<file path="src/rtl/wiper_spi_if.sv">
module wiper_spi_if #(
  parameter int W           = 8,
  parameter int SYNC_STAGES = 2
) (
  input  logic         clk,
  input  logic         rst_n,
  input  logic         cs_n,
  input  logic         sclk,
  input  logic         sdi,
  output logic [W-1:0] wiper_code,
  output logic [W-1:0] wiper_comp,
  output logic         updated
);
  localparam logic [W-1:0] PRESET = W'(1) << (W - 1);

  logic [SYNC_STAGES-1:0] cs_pipe, sclk_pipe, sdi_pipe;
  logic cs_s, sclk_s, sdi_s, cs_q, sclk_q;
  logic [W-1:0] shreg;
  logic shift_en, commit;

  assign cs_s   = cs_pipe[SYNC_STAGES-1];
  assign sclk_s = sclk_pipe[SYNC_STAGES-1];
  assign sdi_s  = sdi_pipe[SYNC_STAGES-1];

  always_ff @(posedge clk or negedge rst_n) begin
    if (!rst_n) begin
      cs_pipe   <= '1;
      sclk_pipe <= '0;
      sdi_pipe  <= '0;
      cs_q      <= 1'b1;
      sclk_q    <= 1'b0;
    end else begin
      cs_pipe   <= {cs_pipe[SYNC_STAGES-2:0], cs_n};
      sclk_pipe <= {sclk_pipe[SYNC_STAGES-2:0], sclk};
      sdi_pipe  <= {sdi_pipe[SYNC_STAGES-2:0], sdi};
      cs_q      <= cs_s;
      sclk_q    <= sclk_s;
    end
  end

  assign shift_en = !cs_s && sclk_s && !sclk_q;
  assign commit   = cs_s && !cs_q;

  always_ff @(posedge clk or negedge rst_n) begin
    if (!rst_n) begin
      shreg      <= '0;
      wiper_code <= PRESET;
      updated    <= 1'b0;
    end else begin
      if (shift_en) shreg <= {shreg[W-2:0], sdi_s};
      if (commit) wiper_code <= shreg;
      updated <= commit;
    end
  end

  assign wiper_comp = ~wiper_code;
endmodule

</file>
<file path="config.mk">
export PLATFORM = sky130hd
export DESIGN_NAME = wiper_spi_if
export DESIGN_NICKNAME = d
export VERILOG_FILES = /design/src/rtl/wiper_spi_if.sv
export SDC_FILE = /design/constraint.sdc
export NUM_CORES = 1
export LEC_CHECK = 0
export CORE_MARGIN = 5
export CORE_UTILIZATION = 46
export DETAILED_ROUTE_END_ITERATION = 7
export PLACE_DENSITY_LB_ADDON = 0.05
export SYNTH_ARGS = -nofsm -noshare
export SYNTH_HDL_FRONTEND = slang
export SYNTH_SLANG_ARGS = --single-unit
</file>
<file path="constraint.sdc">
create_clock -name clk -period 2 [get_ports clk]
set_clock_uncertainty 0.2 [all_clocks]
set_input_delay 0.2 -clock clk [delete_from_list [all_inputs] [get_ports clk]]
set_output_delay 0.2 -clock clk [all_outputs]
set_load 0.1 [all_outputs]
</file>
# Yosys cells after proc, flatten, opt, wreduce, memory -nomap -nowiden
# Index checks and enable logic that the tools add are counted.
# word_totals
reg_bits,25
latch_bits,0
ram_bits,0
mem_bits_ro,0
in_bits,5
output_inout_bits,17
word_cells,15
mem_count,0
# op_classes
n_addsub,0
n_mul,0
div_mod_pow,0
order_cmp,0
n_eq_ne,0
shifts,0
n_mux,0
bitwise_logic,1
reduce_logical,6
# op_table
op,count
8-bit NOT,1
1-bit logical AND,3
1-bit logical NOT,3

# Logic depth before layout (Yosys ltp)
# Gate-level depths: netlist of the first run.
# logic_depth
word_depth,3
depth_mapped,3
ltp_nobuf,2

# Least setup slack after synthesis of the first run
# OpenSTA, ideal clock, no wires.
# synth_path
path_kind,reg-to-output
from,register wiper_code[0]
to,output port wiper_comp[0]
arrival_time_ns,1.578
required_time_ns,1.600
path_slack_ns,0.022
path_stages_with_launch,2
path_cell_list,dfrtp_1 inv_1
# synth_between
elab_chain_cells,1
# synth_lines
item,line_no,rtl
"start, declared",10,"output logic [W-1:0] wiper_code,"
"start signal, assigned",51,if (commit) wiper_code <= shreg;
8-bit NOT,56,assign wiper_comp = ~wiper_code;
"end, declared",11,"output logic [W-1:0] wiper_comp,"
# No other way between the ends.

# Worst setup path after layout of the first run
# layout_path
from,register wiper_code[7]
to,output port wiper_comp[7]
# Same word-level chain as after synthesis.

==> flow_summary_export.csv, run 1 <==
group,metric,value,unit
run_status,status,"complete, no violations",
sta,finalMaxSlewViolations,0,
yosys,postSynthAreaPerCell,16.8,um2
route,drt_iter0_drc,1,
route,antenna_left,0,
global_routing,grt_pass1_vias,483,
sta,finalHoldViolCount,0,
yosys,yosysWarningCount,0,
critical_path,critPathLaunchType,"flop",
sta,finalCriticalPeriod,1.56,ns
global_routing,antenna_found_initial,0,
sta,fin_setup_tns,0,ns
cells_and_area,diodes,0,
worst_hold_path,hold_class,"in2reg",
worst_hold_path,hp-start,"cs_n",
critical_path,cp.arrival,1.16,ns
route,viasPerCell,4.53,
yosys,async_flop_share,100,%
sta,max_slew_margin,71.5,%
cells_and_area,fillers,158,
floorplan,fp.dieH,53.6,um
yosys,yosysSeqAreaShare,72.2,%
sta,max_freq,641,MHz
route,drt_wl_total,1270,um
yosys,synth_top_cells_by_area,"dfrtp_1 60%, mux2_2 21%, dfstp_2 12%",
floorplan,die_area,2870,um2
cells_and_area,drive_gt1_share,54.4,%
critical_path,worst-path-max-fanout,3,
cells_and_area,multi_input_area,205,um2
clock_network,cts_buffers,3,
clock_network,insertion_delay,0.30,ns
yosys,synth_seq_cells,25,
place,gp_congestion,0.640,
sta,min_period_over_period,78.0,%
clock_network,cts_tree,"built",
clock_network,cts_setup_buffers,0,
yosys,syn_inst,52,
yosys,synth.most_common_cell,"dfrtp_1",
yosys,synth_edf_count,0,
yosys,ys_types,7,
route,routed-via-count,471,
clock_network,cts.htree.levels,1,
cells_and_area,areaGrowthSynthToFinish,32.1,%
yosys,yosysTopAreaCellShare,60.2,%
yosys,synth_fp_nets,57,
global_routing,grt_first_pass_wirelength,2240,um
job,cap_violations,0,
clock_network,clock-sinks,25,
floorplan,io_pins,22,
yosys,synth_flop_cell,"dfrtp_1",
critical_path,r2r-start,"cs_pipe[1]",
yosys,netlist_top_cells_count,"21 x dfrtp_1, 16 x mux2_2, 8 x inv_1, 4 x dfstp_2",
critical_path,cp-end-kind,"output port",
route,routedWlPerCell,12.2,um
clock_network,cts-root-buf,"clkbuf_4",
clock_network,path_clk_slew,0.13,ns
global_routing,gr-total-overflow,0,
sta,worstMarginPinSlew,0.427,ns
route,drc,0,
floorplan,rows,15,
critical_path,cp-startpoint,"wiper_code[7]",
cells_and_area,seq_area,631,um2
sta,rsz0062_at_grt,"no",
global_routing,grt_max_degree,18,
sta,setup_violations,0,
global_routing,grt_use_total,11.0,%
place,hpwl,939,um
floorplan,start_util,49.5,%
floorplan,core-area,1760,um2
yosys,synth_area,873,um2
floorplan,dieWidth,53.6,um
cells_and_area,num-nets-final,85,
yosys,yosys.area.top_type,"dfrtp_1",
clock_network,cts_buffer_depth,2,
route,drt_first_pass_iters,2,
critical_path,required,1.60,ns
place,portBuffers,21,
critical_path,crit_type,"reg2out",
## repair_timing
item,CTS,global route
resized for setup,0,0
endpoints found under the setup margin,0,0
hold endpoints to repair,4,0
hold buffers,1,0
## cells in the final DEF (no fill, tap or decap), drive strengths merged
| cell type | instances |
|---|---|
| dfstp | 4 |
| inv | 8 |
| clkdlybuf4s50 | 4 |
| dfrtp | 21 |
| dlygate4sd3 | 1 |
| mux2 | 16 |
| nor2b | 1 |
| clkbuf | 4 |
| buf | 19 |
| nor3b | 1 |
## state kept, by name (all words and copies together), names as in the netlist
name	count
sclk_q	1
sclk_pipe	2
sdi_pipe	2
cs_q	1
updated	1
wiper_code	8
cs_pipe	2
shreg	8
## area by class of cell
type / instances / share of cell area, %
sequential: 25 / 54.7
timing repair buffer: 24 / 20.0
multi-input combinational: 18 / 17.8
tap: 25 / 2.71
inverter: 8 / 2.60
clock buffer: 4 / 2.28
## layer usage
metal / GRT usage [%] / share of wire [%] / vias to the layer above
met3: 3.05 / 6.8 / 0
met5: 0 / 0 / -
li1: - / - / 219
met2: 17.3 / 49 / 13
met4: 5.11 / 0 / 0
met1: 14.1 / 44 / 239
## metrics by stage
stage	util, %	instance area, um2	instances	worst slack, ns	hold slack [ns]
5_1_grt	65.4	1150	104	0.344	0.0808
2_1_floorplan	-	873	52	0.0216	-0.296
3_5_place_dp	63.3	1120	99	0.456	0.137
6_report	65.4	1150	104	0.441	0.0877
3_3_place_gp	63.3	1120	99	0.470	0.137
4_1_cts	65.4	1150	104	0.424	0.0808
## path summary, 6_finish.rpt
kind	endpoint	slack (ns)	depth (start not counted)
worst max-delay path	wiper_comp[7]	0.44	2
worst min-delay path	cs_pipe[0]	0.09	1
worst max register to register	wiper_code[1]	0.44	3
worst min register to register	cs_pipe[1]	0.17	0
max in group asynchronous	wiper_code[5]	0.55	3
min in group asynchronous	sclk_pipe[0]	0.51	2
## logic make-up after synthesis
| family | after synthesis | share of synthesized area [%] |
|---|---|---|
| buffers and inverters | 9 | 4.30 |
| DFF | 25 | 72.2 |
| muxes | 16 | 20.6 |
| and+or+nand+nor | 2 | 2.87 |
## critical path, cell delays in order, from the launching register on
cell,delay [ns]
dfstp_2,0.59
inv_1,0.04
buf_4,0.22
Power of run 1 is left out: the tool's default activity adds up to more than one toggle a clock period on the data nets, which glitch-free logic cannot reach.
==> inputs of run 2 (changes only) <==
Settings changed: CORE_UTILIZATION 46 to 41.
Clock period 2 ns to 1.4 ns, I/O delays scaled along.
==> flow_summary_export.csv, run 2 (synthesis results as in run 1) <==
group,metric,value,unit
worst_hold_path,hold_class,"in2reg",
cells_and_area,layout_common_cells,"18 x buf_12, 15 x mux2_4, 14 x dfrtp_1",
sta,min_period_over_period,114,%
critical_path,cp-end-kind,"output port",
route,viasPerCell,4.51,
critical_path,crit_type,"reg2out",
critical_path,r2r_end,"wiper_code[6]",
critical_path,worst-path-max-fanout,3,
global_routing,grt_pass1_vias,542,
sta,max_freq,628,MHz
critical_path,reg2reg_depth,3,
sta,worstMarginPinSlew,0.145,ns
critical_path,critPathMaxStageDelay,0.67,ns
place,hpwl,1040,um
cells_and_area,drive_gt1_share,75.9,%
critical_path,r2r_setup_slack,-0.10,ns
sta,setup_violations,25,
floorplan,fp.dieH,56.2,um
route,drt_first_pass_iters,2,
sta,worst_slack,-0.192,ns
clock_network,clock-sinks,25,
global_routing,gr-total-overflow,0,
global_routing,antenna_found_initial,0,
route,drt_iter0_drc,4,
clock_network,insertion_delay,0.32,ns
floorplan,start_util,43.6,%
sta,rsz0062_at_grt,"yes",
floorplan,core-area,2000,um2
route,wl_met1,650,um
cells_and_area,num-nets-final,89,
global_routing,grt_use_total,11.0,%
floorplan,die_area,3150,um2
route,wl_met3,112,um
place,gp_congestion,0.722,
sta,fin_setup_tns,-2.00,ns
critical_path,cp.arrival,1.25,ns
place,portBuffers,21,
job,cap_violations,0,
clock_network,cts_buffer_depth,2,
sta,max_slew_margin,90.3,%
critical_path,path_cells,"clkinvlp_4, buf_12",
floorplan,dieWidth,56.2,um
critical_path,cp-startpoint,"wiper_code[7]",
cells_and_area,fillers,118,
floorplan,rows,16,
route,routed.top_layer,"met4",
run_status,status,"finished with violations",
critical_path,cp_slowest_cell,"dfstp_4",
cells_and_area,diodes,0,
critical_path,required,1.06,ns
worst_hold_path,holdPathStages,1,
clock_network,path_clk_slew,0.13,ns
route,antenna_left,0,
clock_network,cts-root-buf,"clkbuf_4",
route,dr_wl_met2,764,um
cells_and_area,final_common_cell,"buf_12",
sta,finalHoldViolCount,0,
critical_path,cp-endpoint,"wiper_comp[7]",
run_status,violations,"setup timing",
global_routing,grt_max_degree,26,
sta,finalMaxSlewViolations,0,
cells_and_area,reg_top3,"shreg x8, wiper_code x8",
clock_network,cts_tree,"built",
route,routedWlPerCell,14.1,um
route,drc,0,
clock_network,cts_setup_buffers,0,
clock_network,cts.htree.levels,1,
critical_path,critPathLaunchType,"flop",
route,routed-via-count,496,
floorplan,io_pins,22,
route,drt_wl_total,1550,um
clock_network,cts_buffers,3,
sta,finalCriticalPeriod,1.59,ns
global_routing,grt_first_pass_wirelength,2650,um
cells_and_area,final_util,75.8,%
cells_and_area,areaGrowthSynthToFinish,73.6,%
critical_path,r2r-start,"cs_pipe[1]",
-- run 2: stage by stage --
step	std cells	cell area, um2	hold slack, ns	setup WS [ns]
6_report	110	1520	0.0426	-0.192
5_1_grt	110	1520	0.0340	-0.239
4_1_cts	110	1520	0.0304	-0.212
3_5_place_dp	104	1420	0.142	-0.120
3_3_place_gp	104	1420	0.137	-0.0977
2_1_floorplan	52	960	-0.356	-0.212
-- run 2: layer usage --
metal | track usage (%) | vias to the layer above
met2 | 17.4 | 21
li1 | - | 227
met3 | 3.71 | 3
met1 | 13.4 | 245
met5 | 0 | -
met4 | 5.08 | 0
-- run 2: worst min-delay path by stage --
stage / slack (ns) / end / startpoint
2_1_floorplan: -0.36 / sclk_pipe[0] / rst_n
3_3_place_gp: 0.14 / sclk_pipe[1] / sclk_pipe[0]
3_5_place_dp: 0.14 / sclk_pipe[1] / sclk_pipe[0]
4_1_cts: 0.03 / sclk_pipe[0] / sclk
5_1_grt: 0.03 / sclk_pipe[0] / sclk
6_report: 0.04 / sclk_pipe[0] / sclk
-- run 2: repair_timing --
item / 4_1_cts / 5_1_grt
endpoints found under the hold margin: 22 / 0
setup endpoints to repair: 25 / 25
gates resized for setup: 14 / 0
gates cloned: 0 / 0
hold buffers: 2 / 0
pin swaps: 1 / 0
-- run 2: layout make-up --
class / instances / area (um2) / area share, %
Clock inverter: 1 / 5.00 / 0.330
Sequential cell: 25 / 661 / 43.6
Inverter: 8 / 60.1 / 3.96
Tap cell: 27 / 33.8 / 2.23
Multi-Input combinational cell: 18 / 269 / 17.7
Clock buffer: 3 / 22.5 / 1.49
Timing Repair Buffer: 28 / 465 / 30.7
-- run 2: worst max-delay path, delay by kind of cell (launching register included) --
| family | cells | cell delay, ns |
|---|---|---|
| flip-flops | 1 | 0.67 |
| buffers and inverters | 2 | 0.27 |
Power of run 2 is left out for the same reason.
==> inputs of run 3 (changes only) <==
Settings changed: CELL_PAD_IN_SITES_DETAIL_PLACEMENT from default to 0, CELL_PAD_IN_SITES_GLOBAL_PLACEMENT from default to 1, CORE_UTILIZATION 41 to 34.
==> flow_summary_export.csv, run 3 (synthesis results as in run 1) <==
group,metric,value,unit
route,drt_iter0_drc,2,
critical_path,required,1.06,ns
route,drt_first_pass_iters,2,
critical_path,cp-end-kind,"output port",
sta,fin_setup_tns,-1.78,ns
critical_path,cp-startpoint,"wiper_code[7]",
critical_path,critPathLaunchType,"flop",
worst_hold_path,hp-start,"cs_n",
place,portBuffers,21,
sta,worst_slack,-0.170,ns
cells_and_area,final_common_cell,"buf_12",
floorplan,start_util,35.3,%
sta,finalCriticalPeriod,1.57,ns
place,placed_area,1420,um2
clock_network,cts.htree.levels,1,
critical_path,cp.arrival,1.23,ns
critical_path,r2r-start,"cs_pipe[1]",
cells_and_area,reg_top3,"shreg x8, wiper_code x8",
cells_and_area,diodes,0,
cells_and_area,drive_gt1_share,77.1,%
floorplan,io_pins,22,
route,routed-via-count,495,
clock_network,cts_buffers,3,
route,drt_wl_total,1340,um
global_routing,grt_max_degree,26,
run_status,violations,"setup timing",
clock_network,clock-sinks,25,
route,antenna_left,0,
run_status,status,"finished with violations",
global_routing,gr-total-overflow,0,
place,post-place-ws,-0.151,ns
critical_path,reg2reg_depth,4,
route,viasPerCell,4.38,
global_routing,antenna_found_initial,0,
sta,max_slew_margin,86.4,%
sta,rsz0062_at_grt,"yes",
critical_path,crit_type,"reg2out",
floorplan,dieWidth,60.7,um
global_routing,grt_first_pass_wirelength,2380,um
sta,finalHoldViolCount,0,
cells_and_area,fin_area,1530,um2
place,gp_congestion,0.639,
clock_network,cts-root-buf,"clkbuf_4",
critical_path,worst-path-max-fanout,3,
worst_hold_path,holdPathStages,1,
clock_network,path_clk_slew,0.12,ns
global_routing,grt_pass1_vias,553,
floorplan,fp.dieH,60.7,um
worst_hold_path,hold_class,"in2reg",
clock_network,insertion_delay,0.31,ns
floorplan,core-area,2480,um2
sta,worstMarginPinSlew,0.204,ns
floorplan,die_area,3680,um2
global_routing,grt_use_total,8.58,%
cells_and_area,final_util,61.8,%
sta,setup_violations,25,
floorplan,rows,18,
sta,finalMaxSlewViolations,0,
clock_network,cts_buffer_depth,2,
sta,max_freq,637,MHz
route,drc,0,
sta,min_period_over_period,112,%
clock_network,cts_tree,"built",
cells_and_area,areaGrowthSynthToFinish,75.2,%
job,cap_violations,0,
cells_and_area,layout_common_cells,"19 x buf_12, 15 x mux2_4, 14 x dfrtp_1",
cells_and_area,num-nets-final,89,
place,hpwl,980,um
route,routedWlPerCell,11.9,um
run 3: cell types whose count changed in the layout (fill, tap and decap cells not counted), sizes merged:
cell | previous run | this run
buf | 22 | 23
dlygate4sd3 | 2 | 1
run 3: final cells by class:
| type | count | area (um2) |
|---|---|---|
| Clock buffer | 3 | 22.5 |
| Clock inverter | 1 | 5.00 |
| Fill cell | 204 | 947 |
| Inverter | 8 | 60.1 |
| Multi-Input combinational cell | 18 | 269 |
| Sequential cell | 25 | 661 |
| Tap cell | 30 | 37.5 |
| Timing Repair Buffer | 28 | 475 |
run 3: per-layer routing:
layer | up-vias | global-route usage (%) | wire length, um
li1 | 228 | - | -
met1 | 252 | 10.5 | 606
met2 | 15 | 15.0 | 637
met3 | 0 | 1.91 | 96
met4 | 0 | 2.79 | 0
met5 | - | 0 | 0
run 3: worst paths after layout:
| check | slack, ns | end |
|---|---|---|
| worst max register to register | -0.12 | shreg[7] |
| max in group asynchronous | 0.26 | cs_pipe[0] |
| worst min-delay path | 0.03 | cs_pipe[0] |
| min in group asynchronous | 0.50 | wiper_code[4] |
| worst max-delay path | -0.17 | wiper_comp[7] |
| worst min register to register | 0.17 | sclk_pipe[1] |
run 3: through the flow:
| step | hold WS (ns) | cells |
|---|---|---|
| floorplan | -0.356 | 52 |
| global placement | 0.136 | 107 |
| detailed placement | 0.141 | 107 |
| CTS | 0.0161 | 113 |
| global route | 0.0180 | 113 |
| finish | 0.0278 | 113 |
run 3: worst max-delay path, stage by stage, from the launching register on:
cell and delay [ns]:
dfstp_4 0.67, clkinvlp_4 0.10, buf_12 0.17
run 3: repair_timing:
action	in CTS	in global routing
buffers inserted	1	0
endpoints found under the hold margin	21	0
pin swaps	1	0
hold buffers	1	0
setup endpoints to repair	23	29
gates resized for setup	13	1
Power of run 3 is left out for the same reason.
